`src/rtl/cot_switch_seq.sv`:
```
module cot_switch_seq #(
  parameter int TON_W     = 10,
  parameter int DEAD_CYC  = 2,
  parameter int RETRY_CYC = 80
) (
  input  logic             clk,
  input  logic             rst_n,
  input  logic [1:0]       mode,
  input  logic             fault_off,
  input  logic             fb_low,
  input  logic             ocl_valley,
  input  logic             zero_cross,
  input  logic             neg_ocl,
  input  logic [TON_W-1:0] ton_cycles,
  output logic             hs_on,
  output logic             ls_on
);
  localparam logic [1:0] MODE_SKIP = 2'b01;
  localparam logic [1:0] MODE_PWM  = 2'b10;
  localparam int FIX_MAX = (DEAD_CYC > RETRY_CYC) ? DEAD_CYC : RETRY_CYC;
  localparam int FIX_W   = $clog2(FIX_MAX + 1);
  localparam int CW      = (FIX_W > TON_W) ? FIX_W : TON_W;
  localparam int GW      = $clog2(DEAD_CYC + 2);

  typedef enum logic [2:0] {S_IDLE, S_DT_HI, S_HIGH, S_DT_LO, S_LOW, S_NEG} state_t;

  state_t        state, state_n;
  logic [CW-1:0] cnt, cnt_n;

  wire run     = (mode == MODE_SKIP || mode == MODE_PWM) && !fault_off;
  wire start   = fb_low && !ocl_valley;
  wire skip    = (mode == MODE_SKIP);
  wire pwm     = (mode == MODE_PWM);
  wire expired = (cnt == '0);

  wire [CW-1:0] dead_ld  = CW'(DEAD_CYC - 1);
  wire [CW-1:0] retry_ld = CW'(RETRY_CYC - 1);
  wire [CW-1:0] ton_ld   = (ton_cycles == '0) ? '0 : CW'(ton_cycles) - CW'(1);
  wire [CW-1:0] cnt_dec  = cnt - CW'(1);

  always_comb begin
    state_n = state;
    cnt_n   = cnt;
    case (state)
      S_IDLE:
        if (start) begin state_n = S_DT_HI; cnt_n = dead_ld; end
      S_DT_HI:
        if (expired) begin state_n = S_HIGH; cnt_n = ton_ld; end
        else cnt_n = cnt_dec;
      S_HIGH:
        if (expired) begin state_n = S_DT_LO; cnt_n = dead_ld; end
        else cnt_n = cnt_dec;
      S_DT_LO:
        if (expired) state_n = S_LOW;
        else cnt_n = cnt_dec;
      S_LOW:
        if (start) begin state_n = S_DT_HI; cnt_n = dead_ld; end
        else if (skip && zero_cross) state_n = S_IDLE;
        else if (pwm && neg_ocl) begin state_n = S_NEG; cnt_n = retry_ld; end
      S_NEG:
        if (start) begin state_n = S_DT_HI; cnt_n = dead_ld; end
        else if (expired) state_n = S_LOW;
        else cnt_n = cnt_dec;
      default: state_n = S_IDLE;
    endcase
    if (!run) begin
      state_n = S_IDLE;
      cnt_n   = '0;
    end
  end

  always_ff @(posedge clk or negedge rst_n)
    if (!rst_n) begin
      state <= S_IDLE;
      cnt   <= '0;
    end else begin
      state <= state_n;
      cnt   <= cnt_n;
    end

  assign hs_on = (state == S_HIGH);
  assign ls_on = (state == S_LOW);

  logic [GW-1:0] off_run;
  always_ff @(posedge clk or negedge rst_n)
    if (!rst_n) off_run <= '0;
    else if (hs_on || ls_on) off_run <= '0;
    else if (off_run < GW'(DEAD_CYC)) off_run <= off_run + GW'(1);

  a_r2_no_overlap: assert property (@(posedge clk) disable iff (!rst_n)
    !(hs_on && ls_on));
  a_r5_dead_before_hs: assert property (@(posedge clk) disable iff (!rst_n)
    $rose(hs_on) |-> off_run >= GW'(DEAD_CYC));
  a_r5_dead_before_ls: assert property (@(posedge clk) disable iff (!rst_n)
    $rose(ls_on) |-> off_run >= GW'(DEAD_CYC));
  a_r3_ocl_holds_low: assert property (@(posedge clk) disable iff (!rst_n)
    ls_on && run && ocl_valley && !(skip && zero_cross) && !(pwm && neg_ocl) |=> ls_on);
  a_r7_skip_release: assert property (@(posedge clk) disable iff (!rst_n)
    ls_on && run && skip && zero_cross && !start |=> !ls_on && !hs_on);
  a_r8_pwm_keeps_low: assert property (@(posedge clk) disable iff (!rst_n)
    ls_on && run && pwm && zero_cross && !neg_ocl && !start |=> ls_on);
  a_r9_neg_drops_low: assert property (@(posedge clk) disable iff (!rst_n)
    ls_on && run && pwm && neg_ocl && !start |=> !ls_on && !hs_on);
  a_r10_request_drops_low: assert property (@(posedge clk) disable iff (!rst_n)
    ls_on && run && start |=> !ls_on && !hs_on);
  a_r11_forced_off: assert property (@(posedge clk) disable iff (!rst_n)
    !run |=> !hs_on && !ls_on);
endmodule

```
`config.mk`:
```
export PLATFORM = sky130hd
export DESIGN_NAME = cot_switch_seq
export DESIGN_NICKNAME = d
export VERILOG_FILES = /design/src/rtl/cot_switch_seq.sv
export SDC_FILE = /design/constraint.sdc
export NUM_CORES = 1
export LEC_CHECK = 0
export CAP_MARGIN = 20
export CORE_MARGIN = 8
export CORE_UTILIZATION = 55
export CTS_CLUSTER_SIZE = 8
export DETAILED_ROUTE_END_ITERATION = 12
export GPL_TIMING_DRIVEN = 0
export PLACE_DENSITY = 0.79
export SYNTH_ARGS = -nofsm -noshare
export SYNTH_HDL_FRONTEND = slang
export SYNTH_SLANG_ARGS = --single-unit
```
`constraint.sdc`:
```
create_clock -name clk -period 6.3 [get_ports clk]
set_input_delay 1.26 -clock clk [delete_from_list [all_inputs] [get_ports clk]]
set_output_delay 1.26 -clock clk [all_outputs]
set_load 0.01 [all_outputs]
```
==> results.txt <==
Broken down by cell family, the worst path's largest delay share belongs to buffers and inverters. Detailed placement ended at an HPWL of 3.34 mm. 0 antenna diodes ended up in the layout.

The number of instances in the synthesized netlist came out at between 150 and 200. Counting both buffers and inverters, the worst setup path holds a total of 2. Summed over all layers, the routed wires come to 4.13 mm.

The final net count is 243. The synthesized net count is 218. After synthesis, the mean cell area works out to 7.64 sq um.

The residual antenna-violating net count after detailed routing is 0. The final critical path time including I/O delays and setup is 3520 ps. The count of different cell masters after synthesis is 59. The maximum clock frequency came out at 284 MHz. The I/O pin count is 21. The critical path start-end classification is reg2out. The level count of the clock H-tree is 1.

STA classifies the critical path startpoint as a flip-flop. The largest fanout on the critical path is 10. The worst vdd rail ir drop is between 0.00008 and 0.00009 V.

The sequential-to-total area share from yosys stat is 22.1%. Of the cells placed in the final design, the portion with a size suffix greater than 1 is 6.91%. The number of enable flip-flop cells after synthesis is 0.

The number of buffers added on ports came out at 20. The hold violation total from the final report came out at 0. The total iterations of the first detailed-routing run came out at 5. The most common flop cell mapped by yosys is dfrtp_1. The final setup skew is 8.47 ps. In the routed design, unresolved DRC markers number 0. The period utilization is a little under three fifths.

The number of buffers on the longest clock path is 2. The root buffer cell chosen for the clock tree is clkbuf_4. The async set or reset register ratio after synthesis is 100%.

Post-CTS timing repair inserted 0 buffers for setup. The area of the die is 4590 sq um. The final total negative setup slack is 0 ps.

Once the floorplan was initialized, standard cells occupied 59.0% of the core. Dividing the detail-routed via count by the number of cells gives 6.58. For the pin with the worst max-slew slack, the measured transition is 614 ps. TritonCTS built the clock tree. The design draws 0.225 mW. The slowest stage cell on the critical path is clkdlybuf4s50_1.

The quantity of hold-fixing buffers added after cts is 0. The post-synth design cell area is between 1000 and 1500 sq um. In this run the power density over the cells is 130 nW/um^2.

The die width is 67.8 um. For the worst setup path, the data required time is 5040 ps. In this run, the number of DRC markers left after iteration 0 of detailed routing was ~170. The core region is 2500 sq um. The critical path's largest stage delay came out at 550 ps.

STA classifies the critical path endpoint as a primary output. The number of CTS-inserted buffers came out at 3. Global routing used 19.7% of the available tracks. The largest net degree at the start of global routing is 14. Setup repair after global routing left no endpoint under its margin. The total congestion overflow is 0. The wire length of the first global-routing pass came out at 7.14 mm. The placer's final routability congestion estimate came out at 0.932. The wire length per cell after detailed routing is 16.7 um. The tightest slew margin relative to the limit is 58.7%. The number of cells upsized or downsized after cts is 0. For this design, the sink count on the clock tree is 13. Setup violations remaining at the end of the flow were counted as 0. The number of placement rows came out at 18.

The reported max-cap violation count came out at 0. The CTS clock-pin slew for the worst setup and hold paths came out at 90 ps. Clock latency on the worst-skew pair, taken at its later pin, is 290 ps. The number of max-slew violations in the final report came out at 0. In this run the static leakage power is between 0.6 and 0.7 nW. The number of warnings reported in the yosys synthesis log is 0. The total vias in the final route is 1626. The initial antenna violation count is 0. The via count of the first global-routing pass is 1567. The worst endpoint data arrival time is around 2300 ps. The run finished with clean final reports. The die is 67.8 um tall.

In this run the worst hold path is classified as reg2reg. The synthesized design contains 13 register bits. The signed area change from the synthesized netlist to the final layout came out at 17.9%. The signal on the critical path passes through clkbuf_1 > nor2b_1 > and2_1 > clkdlybuf4s50_1. The number of filler instances in the final layout is 208.
-- state kept, by name, indices dropped and copies added (netlist names) --
name,count
cnt,10
state,3
-- power by group --
group | leakage [nW] | total [mW] | switching [mW] | internal, mW
Clock | 0.0150 | 0.0561 | 0.0315 | 0.0246
Sequential | 0.181 | 0.0867 | 0.00190 | 0.0848
Combinational | 0.492 | 0.0823 | 0.0466 | 0.0357
Total | 0.688 | 0.225 | 0.0800 | 0.145
-- cell usage after synthesis, types with 2 or more instances --
library cell	number	area, sq um
nand3_1	2	10.0
ha_1	6	75.1
nor3_1	11	55.1
nor2_1	15	56.3
nand2b_1	2	12.5
inv_1	13	48.8
a22o_1	4	35.0
xnor2_1	6	52.6
and2_1	5	31.3
dfrtp_1	13	325
nand2_1	21	78.8
mux2i_1	2	20.0
nor4_1	3	18.8
buf_2	3	15.0
nor3b_1	3	22.5
a32o_1	4	40.0
or2_1	2	12.5
clkbuf_1	5	18.8
xor2_1	2	17.5
a211oi_1	2	15.0
o21ai_0	7	35.0
a21oi_1	11	55.1
o22ai_1	5	31.3
or3_1	4	25.0
o21ai_1	3	15.0
nor2b_1	3	18.8
a22oi_1	3	22.5
buf_1	2	7.51
-- path summary, 6_finish.rpt --
path,from,end,slack [ps],cells after the start
max,state[1]$_DFFE_PN0P_,hs_on,2780,4
min,cnt[7]$_DFFE_PN0P_,cnt[7]$_DFFE_PN0P_,580,1
max reg2reg,cnt[0]$_DFFE_PN0P_,cnt[0]$_DFFE_PN0P_,3670,11
min reg2reg,cnt[7]$_DFFE_PN0P_,cnt[7]$_DFFE_PN0P_,580,1
max in group asynchronous,rst_n,cnt[5]$_DFFE_PN0P_,4550,1
min in group asynchronous,rst_n,cnt[0]$_DFFE_PN0P_,1350,1
-- through the flow --
step	std cells	setup WS [ps]	hold slack, ps	instance area [sq um]	utilization [%]
after global placement	243	2880	546	1710	68.5
after global routing	247	2750	614	1740	69.5
after detailed placement	243	2790	558	1710	68.5
after floorplan	193	3430	528	1470	-
final	247	2780	585	1740	69.5
after CTS	247	2850	578	1740	69.5
-- logic make-up (layout without fill, tap and decap cells) --
| kind of cell | count (synthesis) | count (layout) | synth area share [%] |
|---|---|---|---|
| DFF | 13 | 13 | 22.1 |
| adders and majority gates | 6 | 6 | 5.09 |
| xor gates and xnor gates | 8 | 8 | 4.75 |
| AOI/OAI and AO/OA | 58 | 58 | 29.1 |
| buffers and inverters | 26 | 50 | 7.81 |
| muxes | 3 | 3 | 2.12 |
| and+or+nand+nor | 79 | 79 | 29.0 |
-- cell type report --
class / count / area [sq um] / area share (%)
Buffer: 12 / 60.1 / 3.46
Clock buffer: 4 / 26.3 / 1.51
Inverter: 14 / 55.1 / 3.17
Multi-Input combinational cell: 154 / 1030 / 59.5
Sequential cell: 13 / 325 / 18.7
Tap cell: 30 / 37.5 / 2.16
Timing Repair Buffer: 20 / 200 / 11.5
-- placed cells by master (no fill, tap or decap), drive strengths merged, types with 3 or more instances in the layout --
cell and count:
inv 14, nor3b 3, a21oi 11, dfrtp 13, o22ai 5, nor2 15
ha 6, a32o 4, buf 7, o21ai 10, nor3 11, nor2b 3
xnor2 6, and2 5, or3 4, clkdlybuf4s50 20, a22oi 3, clkbuf 9
nor4 4, nand2 21, a22o 4
-- per-layer routing --
metal	part of all wire, %	wire [um]	GRT usage [%]
met1	43	1800	25.2
met2	46	1890	32.4
met3	9.1	376	2.32
met4	1.7	71	8.09
met5	0	0	0
-- worst register-to-register path: stages (launching register included) --
cell and delay [ps]:
dfrtp_1 480, inv_1 120, ha_1 180, nor4b_4 270, and3_1 220, buf_6 150, inv_4 70, ha_1 290
o21a_1 190, o221ai_1 150, o311ai_0 160, o221a_1 260
(Power assumes the default switching activity.)
